==> src/rtl/dntimer_pkg.sv <==
package dntimer_pkg;
   typedef enum logic [2:0] {
      ADR_COUNT  = 3'd0,
      ADR_PERIOD = 3'd1,
      ADR_CTRL   = 3'd2,
      ADR_DIVL   = 3'd3,
      ADR_DIVH   = 3'd4
   } dt_addr_e;

   localparam int CB_STOP   = 0;
   localparam int CB_RELOAD = 1;
   localparam int CB_IEN    = 2;
   localparam int CB_FLAG   = 3;
endpackage

==> src/rtl/dt_prescaler.sv <==
module dt_prescaler #(
   parameter int PSC_W = 16
) (
   input  logic             clk,
   input  logic             rst_n,
   input  logic             run,
   input  logic             reload,
   input  logic [PSC_W-1:0] div_val,
   output logic [PSC_W-1:0] psc,
   output logic             expire
);
   localparam logic [PSC_W-1:0] ZERO = '0;

   assign expire = run && (psc == ZERO);

   always_ff @(posedge clk or negedge rst_n) begin
      if (!rst_n)               psc <= ZERO;
      else if (reload)          psc <= div_val;
      else if (run) begin
         if (psc == ZERO)       psc <= div_val;
         else                   psc <= psc - 1'b1;
      end
   end

   p_dec_r2: assert property (@(posedge clk) disable iff (!rst_n)
      (run && !reload && psc != ZERO) |=> psc == $past(psc) - 1'b1);
   p_load_r3: assert property (@(posedge clk) disable iff (!rst_n)
      (run && !reload && psc == ZERO) |=> psc == $past(div_val));
   p_reload_r6: assert property (@(posedge clk) disable iff (!rst_n)
      reload |=> psc == $past(div_val));
   p_freeze_r7: assert property (@(posedge clk) disable iff (!rst_n)
      (!run && !reload) |=> $stable(psc));
endmodule

==> src/rtl/dt_counter.sv <==
module dt_counter #(
   parameter int CNT_W = 32
) (
   input  logic             clk,
   input  logic             rst_n,
   input  logic             step,
   input  logic             reload,
   input  logic [CNT_W-1:0] period,
   output logic [CNT_W-1:0] cnt,
   output logic             tc
);
   localparam logic [CNT_W-1:0] ZERO = '0;

   assign tc = step && (cnt == ZERO);

   always_ff @(posedge clk or negedge rst_n) begin
      if (!rst_n)          cnt <= ZERO;
      else if (reload)     cnt <= period;
      else if (step) begin
         if (cnt == ZERO)  cnt <= period;
         else              cnt <= cnt - 1'b1;
      end
   end

   p_step_r3: assert property (@(posedge clk) disable iff (!rst_n)
      (step && !reload && cnt != ZERO) |=> cnt == $past(cnt) - 1'b1);
   p_wrap_r8: assert property (@(posedge clk) disable iff (!rst_n)
      (step && !reload && cnt == ZERO) |=> cnt == $past(period));
   p_hold_r7: assert property (@(posedge clk) disable iff (!rst_n)
      (!step && !reload) |=> $stable(cnt));
endmodule

==> src/rtl/dt_irqflag.sv <==
module dt_irqflag (
   input  logic clk,
   input  logic rst_n,
   input  logic set,
   input  logic clr,
   output logic flag
);
   always_ff @(posedge clk or negedge rst_n) begin
      if (!rst_n)    flag <= 1'b0;
      else if (set)  flag <= 1'b1;
      else if (clr)  flag <= 1'b0;
   end

   p_setwins_r10: assert property (@(posedge clk) disable iff (!rst_n)
      set |=> flag);
   p_clear_r10: assert property (@(posedge clk) disable iff (!rst_n)
      (clr && !set) |=> !flag);
   p_sticky_r8: assert property (@(posedge clk) disable iff (!rst_n)
      (flag && !clr) |=> flag);
endmodule

==> src/rtl/dntimer.sv <==
module dntimer
   import dntimer_pkg::*;
#(
   parameter int CNT_W   = 32,
   parameter int BYTE_W  = 8,
   parameter int DATA_W  = 32,
   parameter bit IRQ_REG = 1'b0
) (
   input  logic              clk,
   input  logic              rst_n,
   input  logic              bus_we,
   input  logic [2:0]        bus_addr,
   input  logic [DATA_W-1:0] bus_wdata,
   output logic [DATA_W-1:0] bus_rdata,
   output logic              irq
);
   localparam int PSC_W = 2 * BYTE_W;

   generate
      if (CNT_W > DATA_W)  begin : g_bad_cnt  $error("CNT_W exceeds DATA_W");  end
      if (PSC_W > DATA_W)  begin : g_bad_psc  $error("prescaler exceeds DATA_W"); end
      if (DATA_W < 4)      begin : g_bad_ctl  $error("DATA_W too narrow for CTRL"); end
   endgenerate

   logic [CNT_W-1:0] period_q;
   logic [PSC_W-1:0] div_q;
   logic             stop_q, ien_q;
   logic [PSC_W-1:0] psc;
   logic [CNT_W-1:0] cnt;
   logic             expire, tc, flag;
   logic             wr_ctrl, reload, clr;

   assign wr_ctrl = bus_we && (bus_addr == ADR_CTRL);
   assign reload  = wr_ctrl && bus_wdata[CB_RELOAD];
   assign clr     = wr_ctrl && bus_wdata[CB_FLAG];

   always_ff @(posedge clk or negedge rst_n) begin
      if (!rst_n) begin
         period_q <= '0;
         div_q    <= '0;
         stop_q   <= 1'b1;
         ien_q    <= 1'b0;
      end else if (bus_we) begin
         case (bus_addr)
            ADR_PERIOD: period_q <= bus_wdata[CNT_W-1:0];
            ADR_CTRL: begin
               stop_q <= bus_wdata[CB_STOP];
               ien_q  <= bus_wdata[CB_IEN];
            end
            ADR_DIVL: div_q[BYTE_W-1:0]     <= bus_wdata[BYTE_W-1:0];
            ADR_DIVH: div_q[PSC_W-1:BYTE_W] <= bus_wdata[BYTE_W-1:0];
            default: ;
         endcase
      end
   end

   dt_prescaler #(.PSC_W(PSC_W)) u_psc (
      .clk(clk), .rst_n(rst_n), .run(!stop_q), .reload(reload),
      .div_val(div_q), .psc(psc), .expire(expire));

   dt_counter #(.CNT_W(CNT_W)) u_cnt (
      .clk(clk), .rst_n(rst_n), .step(expire), .reload(reload),
      .period(period_q), .cnt(cnt), .tc(tc));

   dt_irqflag u_flag (
      .clk(clk), .rst_n(rst_n), .set(tc), .clr(clr), .flag(flag));

   always_comb begin
      bus_rdata = '0;
      case (bus_addr)
         ADR_COUNT:  bus_rdata = DATA_W'(cnt);
         ADR_PERIOD: bus_rdata = DATA_W'(period_q);
         ADR_CTRL: begin
            bus_rdata[CB_STOP] = stop_q;
            bus_rdata[CB_IEN]  = ien_q;
            bus_rdata[CB_FLAG] = flag;
         end
         ADR_DIVL:   bus_rdata = DATA_W'({psc[BYTE_W-1:0], div_q[BYTE_W-1:0]});
         ADR_DIVH:   bus_rdata = DATA_W'({psc[PSC_W-1:BYTE_W], div_q[PSC_W-1:BYTE_W]});
         default:    bus_rdata = '0;
      endcase
   end

   generate
      if (IRQ_REG) begin : g_irq_reg
         logic irq_q;
         always_ff @(posedge clk or negedge rst_n) begin
            if (!rst_n) irq_q <= 1'b0;
            else        irq_q <= flag && ien_q;
         end
         assign irq = irq_q;
      end else begin : g_irq_comb
         assign irq = flag && ien_q;
      end
   endgenerate

   p_irq_needs_flag_r9: assert property (@(posedge clk) disable iff (!rst_n)
      (!flag && !$past(flag)) |-> !irq);
   p_shadow_r4: assert property (@(posedge clk) disable iff (!rst_n)
      (bus_we && bus_addr == ADR_DIVL && !stop_q && psc != '0) |=> psc == $past(psc) - 1'b1);
endmodule

==> config.mk <==
export PLATFORM = sky130hd
export DESIGN_NAME = dntimer
export DESIGN_NICKNAME = d
export VERILOG_FILES = /design/src/rtl/dntimer_pkg.sv /design/src/rtl/dt_prescaler.sv /design/src/rtl/dt_counter.sv /design/src/rtl/dt_irqflag.sv /design/src/rtl/dntimer.sv
export SDC_FILE = /design/constraint.sdc
export NUM_CORES = 1
export LEC_CHECK = 0
export CELL_PAD_IN_SITES_DETAIL_PLACEMENT = 0
export CELL_PAD_IN_SITES_GLOBAL_PLACEMENT = 2
export CORE_UTILIZATION = 41
export CTS_CLUSTER_DIAMETER = 30
export DETAILED_ROUTE_END_ITERATION = 12
export DONT_BUFFER_PORTS = 1
export GPL_ROUTABILITY_DRIVEN = 1
export PLACE_DENSITY_LB_ADDON = 0.1
export SLEW_MARGIN = 20
export SYNTH_ARGS = -nofsm -noshare
export SYNTH_HDL_FRONTEND = slang
export SYNTH_HIERARCHICAL = 1
export SYNTH_SLANG_ARGS = --single-unit
==> constraint.sdc <==
create_clock -name clk -period 3.1 [get_ports clk]
set_input_delay 0.62 -clock clk [delete_from_list [all_inputs] [get_ports clk]]
set_output_delay 0.62 -clock clk [all_outputs]
set_load 0.01 [all_outputs]
==> metrics.txt, run 1 <==
Num CTS Buffers=9; Initial Util=42.6%; CTS tree=built; Hold Slack=0.109 ns; Layout area overhead=9.05%; final setup fails=0; average vias per placed instance=6.48; Pre-antenna DRT Iters=6; simple-gate area share of the yosys netlist=22.0%; largest net degree at the start of global routing=99; Multi-input gate area=3260 sq um; Seq/Total Area, Yosys=around two fifths; P_leak=2.54 nW; wire per inst=23.3 um; Hold-fix buffers, CTS=1; Fmax=0.359 GHz; Final ANT Viol Nets=0; area post-placement=~6200 sq um; reg-to-reg slack, setup=0.32 ns; post-synthesis cell count=609; # rows=43; Clock Skew=0.00730 ns; worst r2r src=u_cnt/cnt[0]$_DFFE_PN0P_; fin nets=647; fraction of the cycle the final worst path needs=roughly 90%; root buffer cell=clkbuf_16; post-synth cell types=70; Setup Buffers After CTS=0; number of synthesized flops with an enable pin=0; maximum VDD drop=0.361 mV; Area contributors post-synth=dfrtp_1 41%, mux2_1 7.3%, a22o_1 4.2%; yosys warns=6; clock-pin slew on the worst setup and hold paths=0.07 ns; post-DP HPWL=12800 um; Max Root-Sink Buffers=2; Relative slew margins=28.5%; Initial DRC Count=451; Synth async-reset ratio=100%; Post-Place Cells=773; mux cell area share after synthesis=10.4%; Post-Route Setup TNS=0 ns; die area=~15000 sq um; vias in the first global route=around 5000; most frequent cell after synthesis=dfrtp_1; Via Count=5118; ratio of cells with drive above 1 in the final layout=14.1%; Worst Tran Pin Value=1.07 ns; Critical Path Start Type=register; drt drc=0; Reg area=2480 sq um; post-synth net total=651; xor and xnor area share after synthesis=0.146%; Final Cell Area=6540 sq um; first-pass GRT wire length=roughly 29000 um; adder-cell share of the synthesized area=0.834%; fillers=1410; Worst Path Required=about 3.3 ns; CP Max Fanout=10; Setup crit start=u_cnt/cnt[0]$_DFFE_PN0P_; Routability Congestion=0.884; post_cts resized=0; Compound-Gate Fraction of Synth Area=20.7%; Crit Path Category=register to register; antenna violations before repair=0; Synth area leader=dfrtp_1; GRT overflow=0; core area=14100 sq um; fin crit period=2.78 ns; post-synth top area share=40.9%; RSZ-0062 raised after global routing=no; status=finished clean; All-Layer GR Usage=about a quarter; Syn Std Cell Area=6000 sq um; Synth Flop Type=dfrtp_1; Ant. Diodes=0; Port Buf Inserts=0; Post-Syn Area per Cell=9.85 sq um; reported max-cap violation count=0; clock latency on the worst-skew pair=0.35 ns; Final Hold Fails=0; Chip Height=123 um; largest family of logic cells by synthesized area=simple AND/OR/NAND/NOR gates; final slew viol count=0; Top Ports=71; CTS H-tree lvls=3; pwr dens=614 nW/um^2; fin cells=790; synth cell count leaders=98 x dfrtp_1, 39 x mux2_1, 39 x nor2_1, 38 x nand2_1, 30 x o21ai_0; Critical Path AT=3.00 ns; final WL=18400 um; Yosys reg bits=about 100; worst hold path type=primary input to asynchronous set/reset pin; CTS Sinks=99; Die X=123 um; CP endpoint kind=register
[placed cells by master (no fill, tap or decap), types with 4 or more instances in the layout]
master	instances
dfrtp_1	98
nor2_1	39
mux2_1	39
nand2_1	38
o21ai_0	30
a22o_1	29
buf_4	27
nor3_1	27
a21oi_1	19
nand3_1	16
a221o_1	15
inv_1	14
nor4_1	14
mux2_2	13
nand4_1	12
and2_1	10
clkbuf_16	9
nor3b_1	8
nor2b_1	7
and3_1	7
o211ai_1	7
o22a_1	7
or3_1	6
or2_2	6
or4_1	6
a31oi_1	6
a311o_1	5
o22ai_1	5
nor4b_1	4
mux2i_1	4
a31o_2	4
o31ai_1	4
ha_1	4
[metal layers]
layer | global-route usage [%] | routed length, um | up-vias
met5 | 0 | 0 | -
met2 | 42.5 | 9010 | 186
met3 | 5.81 | 1010 | 32
met4 | 8.31 | 454 | 0
li1 | - | - | 2337
met1 | 32.6 | 7960 | 2563
[state kept, by name, summed over array words and instances, names as in the netlist]
signal,cells
ien_q,1
stop_q,1
u_cnt/cnt,32
div_q,16
u_flag/flag,1
period_q,32
u_psc/psc,16
[kinds of logic after synthesis]
kind of cell             after synthesis
adder cells (fa/ha/maj)                4
AND/OR/NAND/NOR                      227
buffers and inverters                 57
multiplexers                          56
flip-flops                            99
XOR/XNOR                               1
AO/OA/AOI/OAI                        165
[worst max-delay path, cell delays in order, from the launching register on]
cell	delay [ns]
dfrtp_1	0.43
inv_1	0.13
ha_1	0.18
nor4b_1	0.45
and4_1	0.51
a41oi_1	0.52
o22ai_1	0.35
a21oi_1	0.07
[cell type report]
type | count | area share, %
Timing Repair Buffer | 28 | 3.52
Inverter | 14 | 0.803
Clock buffer | 11 | 3.71
Sequential cell | 99 | 37.9
Tap cell | 180 | 3.44
Clock inverter | 5 | 0.803
Multi-Input combinational cell | 453 | 49.8
[through the flow]
| stage | utilization [%] | power, W | worst slack (ns) |
|---|---|---|---|
| 2_1_floorplan | - | 0.00256 | 0.643 |
| 5_1_grt | 46.4 | 0.00423 | 0.185 |
| 6_report | 46.4 | 0.00402 | 0.316 |
| 4_1_cts | 46.4 | 0.00404 | 0.345 |
| 3_3_place_gp | 44.1 | 0.00284 | 0.350 |
| 3_5_place_dp | 44.1 | 0.00286 | 0.284 |
[power breakdown]
part | internal [W] | switching (W)
registers | 0.00161 | 0.000417
logic | 0.000430 | 0.000430
clock network | 0.000644 | 0.000489
total | 0.00268 | 0.00134
[path summary, 6_finish.rpt]
path,depth (start not counted),end
setup / recovery,7,u_cnt/cnt[20]$_DFFE_PN0P_
hold / removal,0,stop_q$_DFFE_PN1P_
setup reg to reg,7,u_cnt/cnt[20]$_DFFE_PN0P_
hold reg to reg,1,period_q[19]$_DFFE_PN0P_
max in group asynchronous,1,u_cnt/cnt[17]$_DFFE_PN0P_
min in group clk,2,stop_q$_DFFE_PN1P_
(Power assumes the default switching activity.)
==> run 2, diff against run 1 <==
--- a/config.mk
+++ b/config.mk
@@ -5,6 +5,7 @@
 export SDC_FILE = /design/constraint.sdc
 export NUM_CORES = 1
 export LEC_CHECK = 0
+export ABC_CLOCK_PERIOD_IN_PS = 3100
 export CELL_PAD_IN_SITES_DETAIL_PLACEMENT = 0
 export CELL_PAD_IN_SITES_GLOBAL_PLACEMENT = 2
 export CORE_UTILIZATION = 41
==> results of run 2 <==
The final DEF is identical to that of run 1; final timing and power are the same.
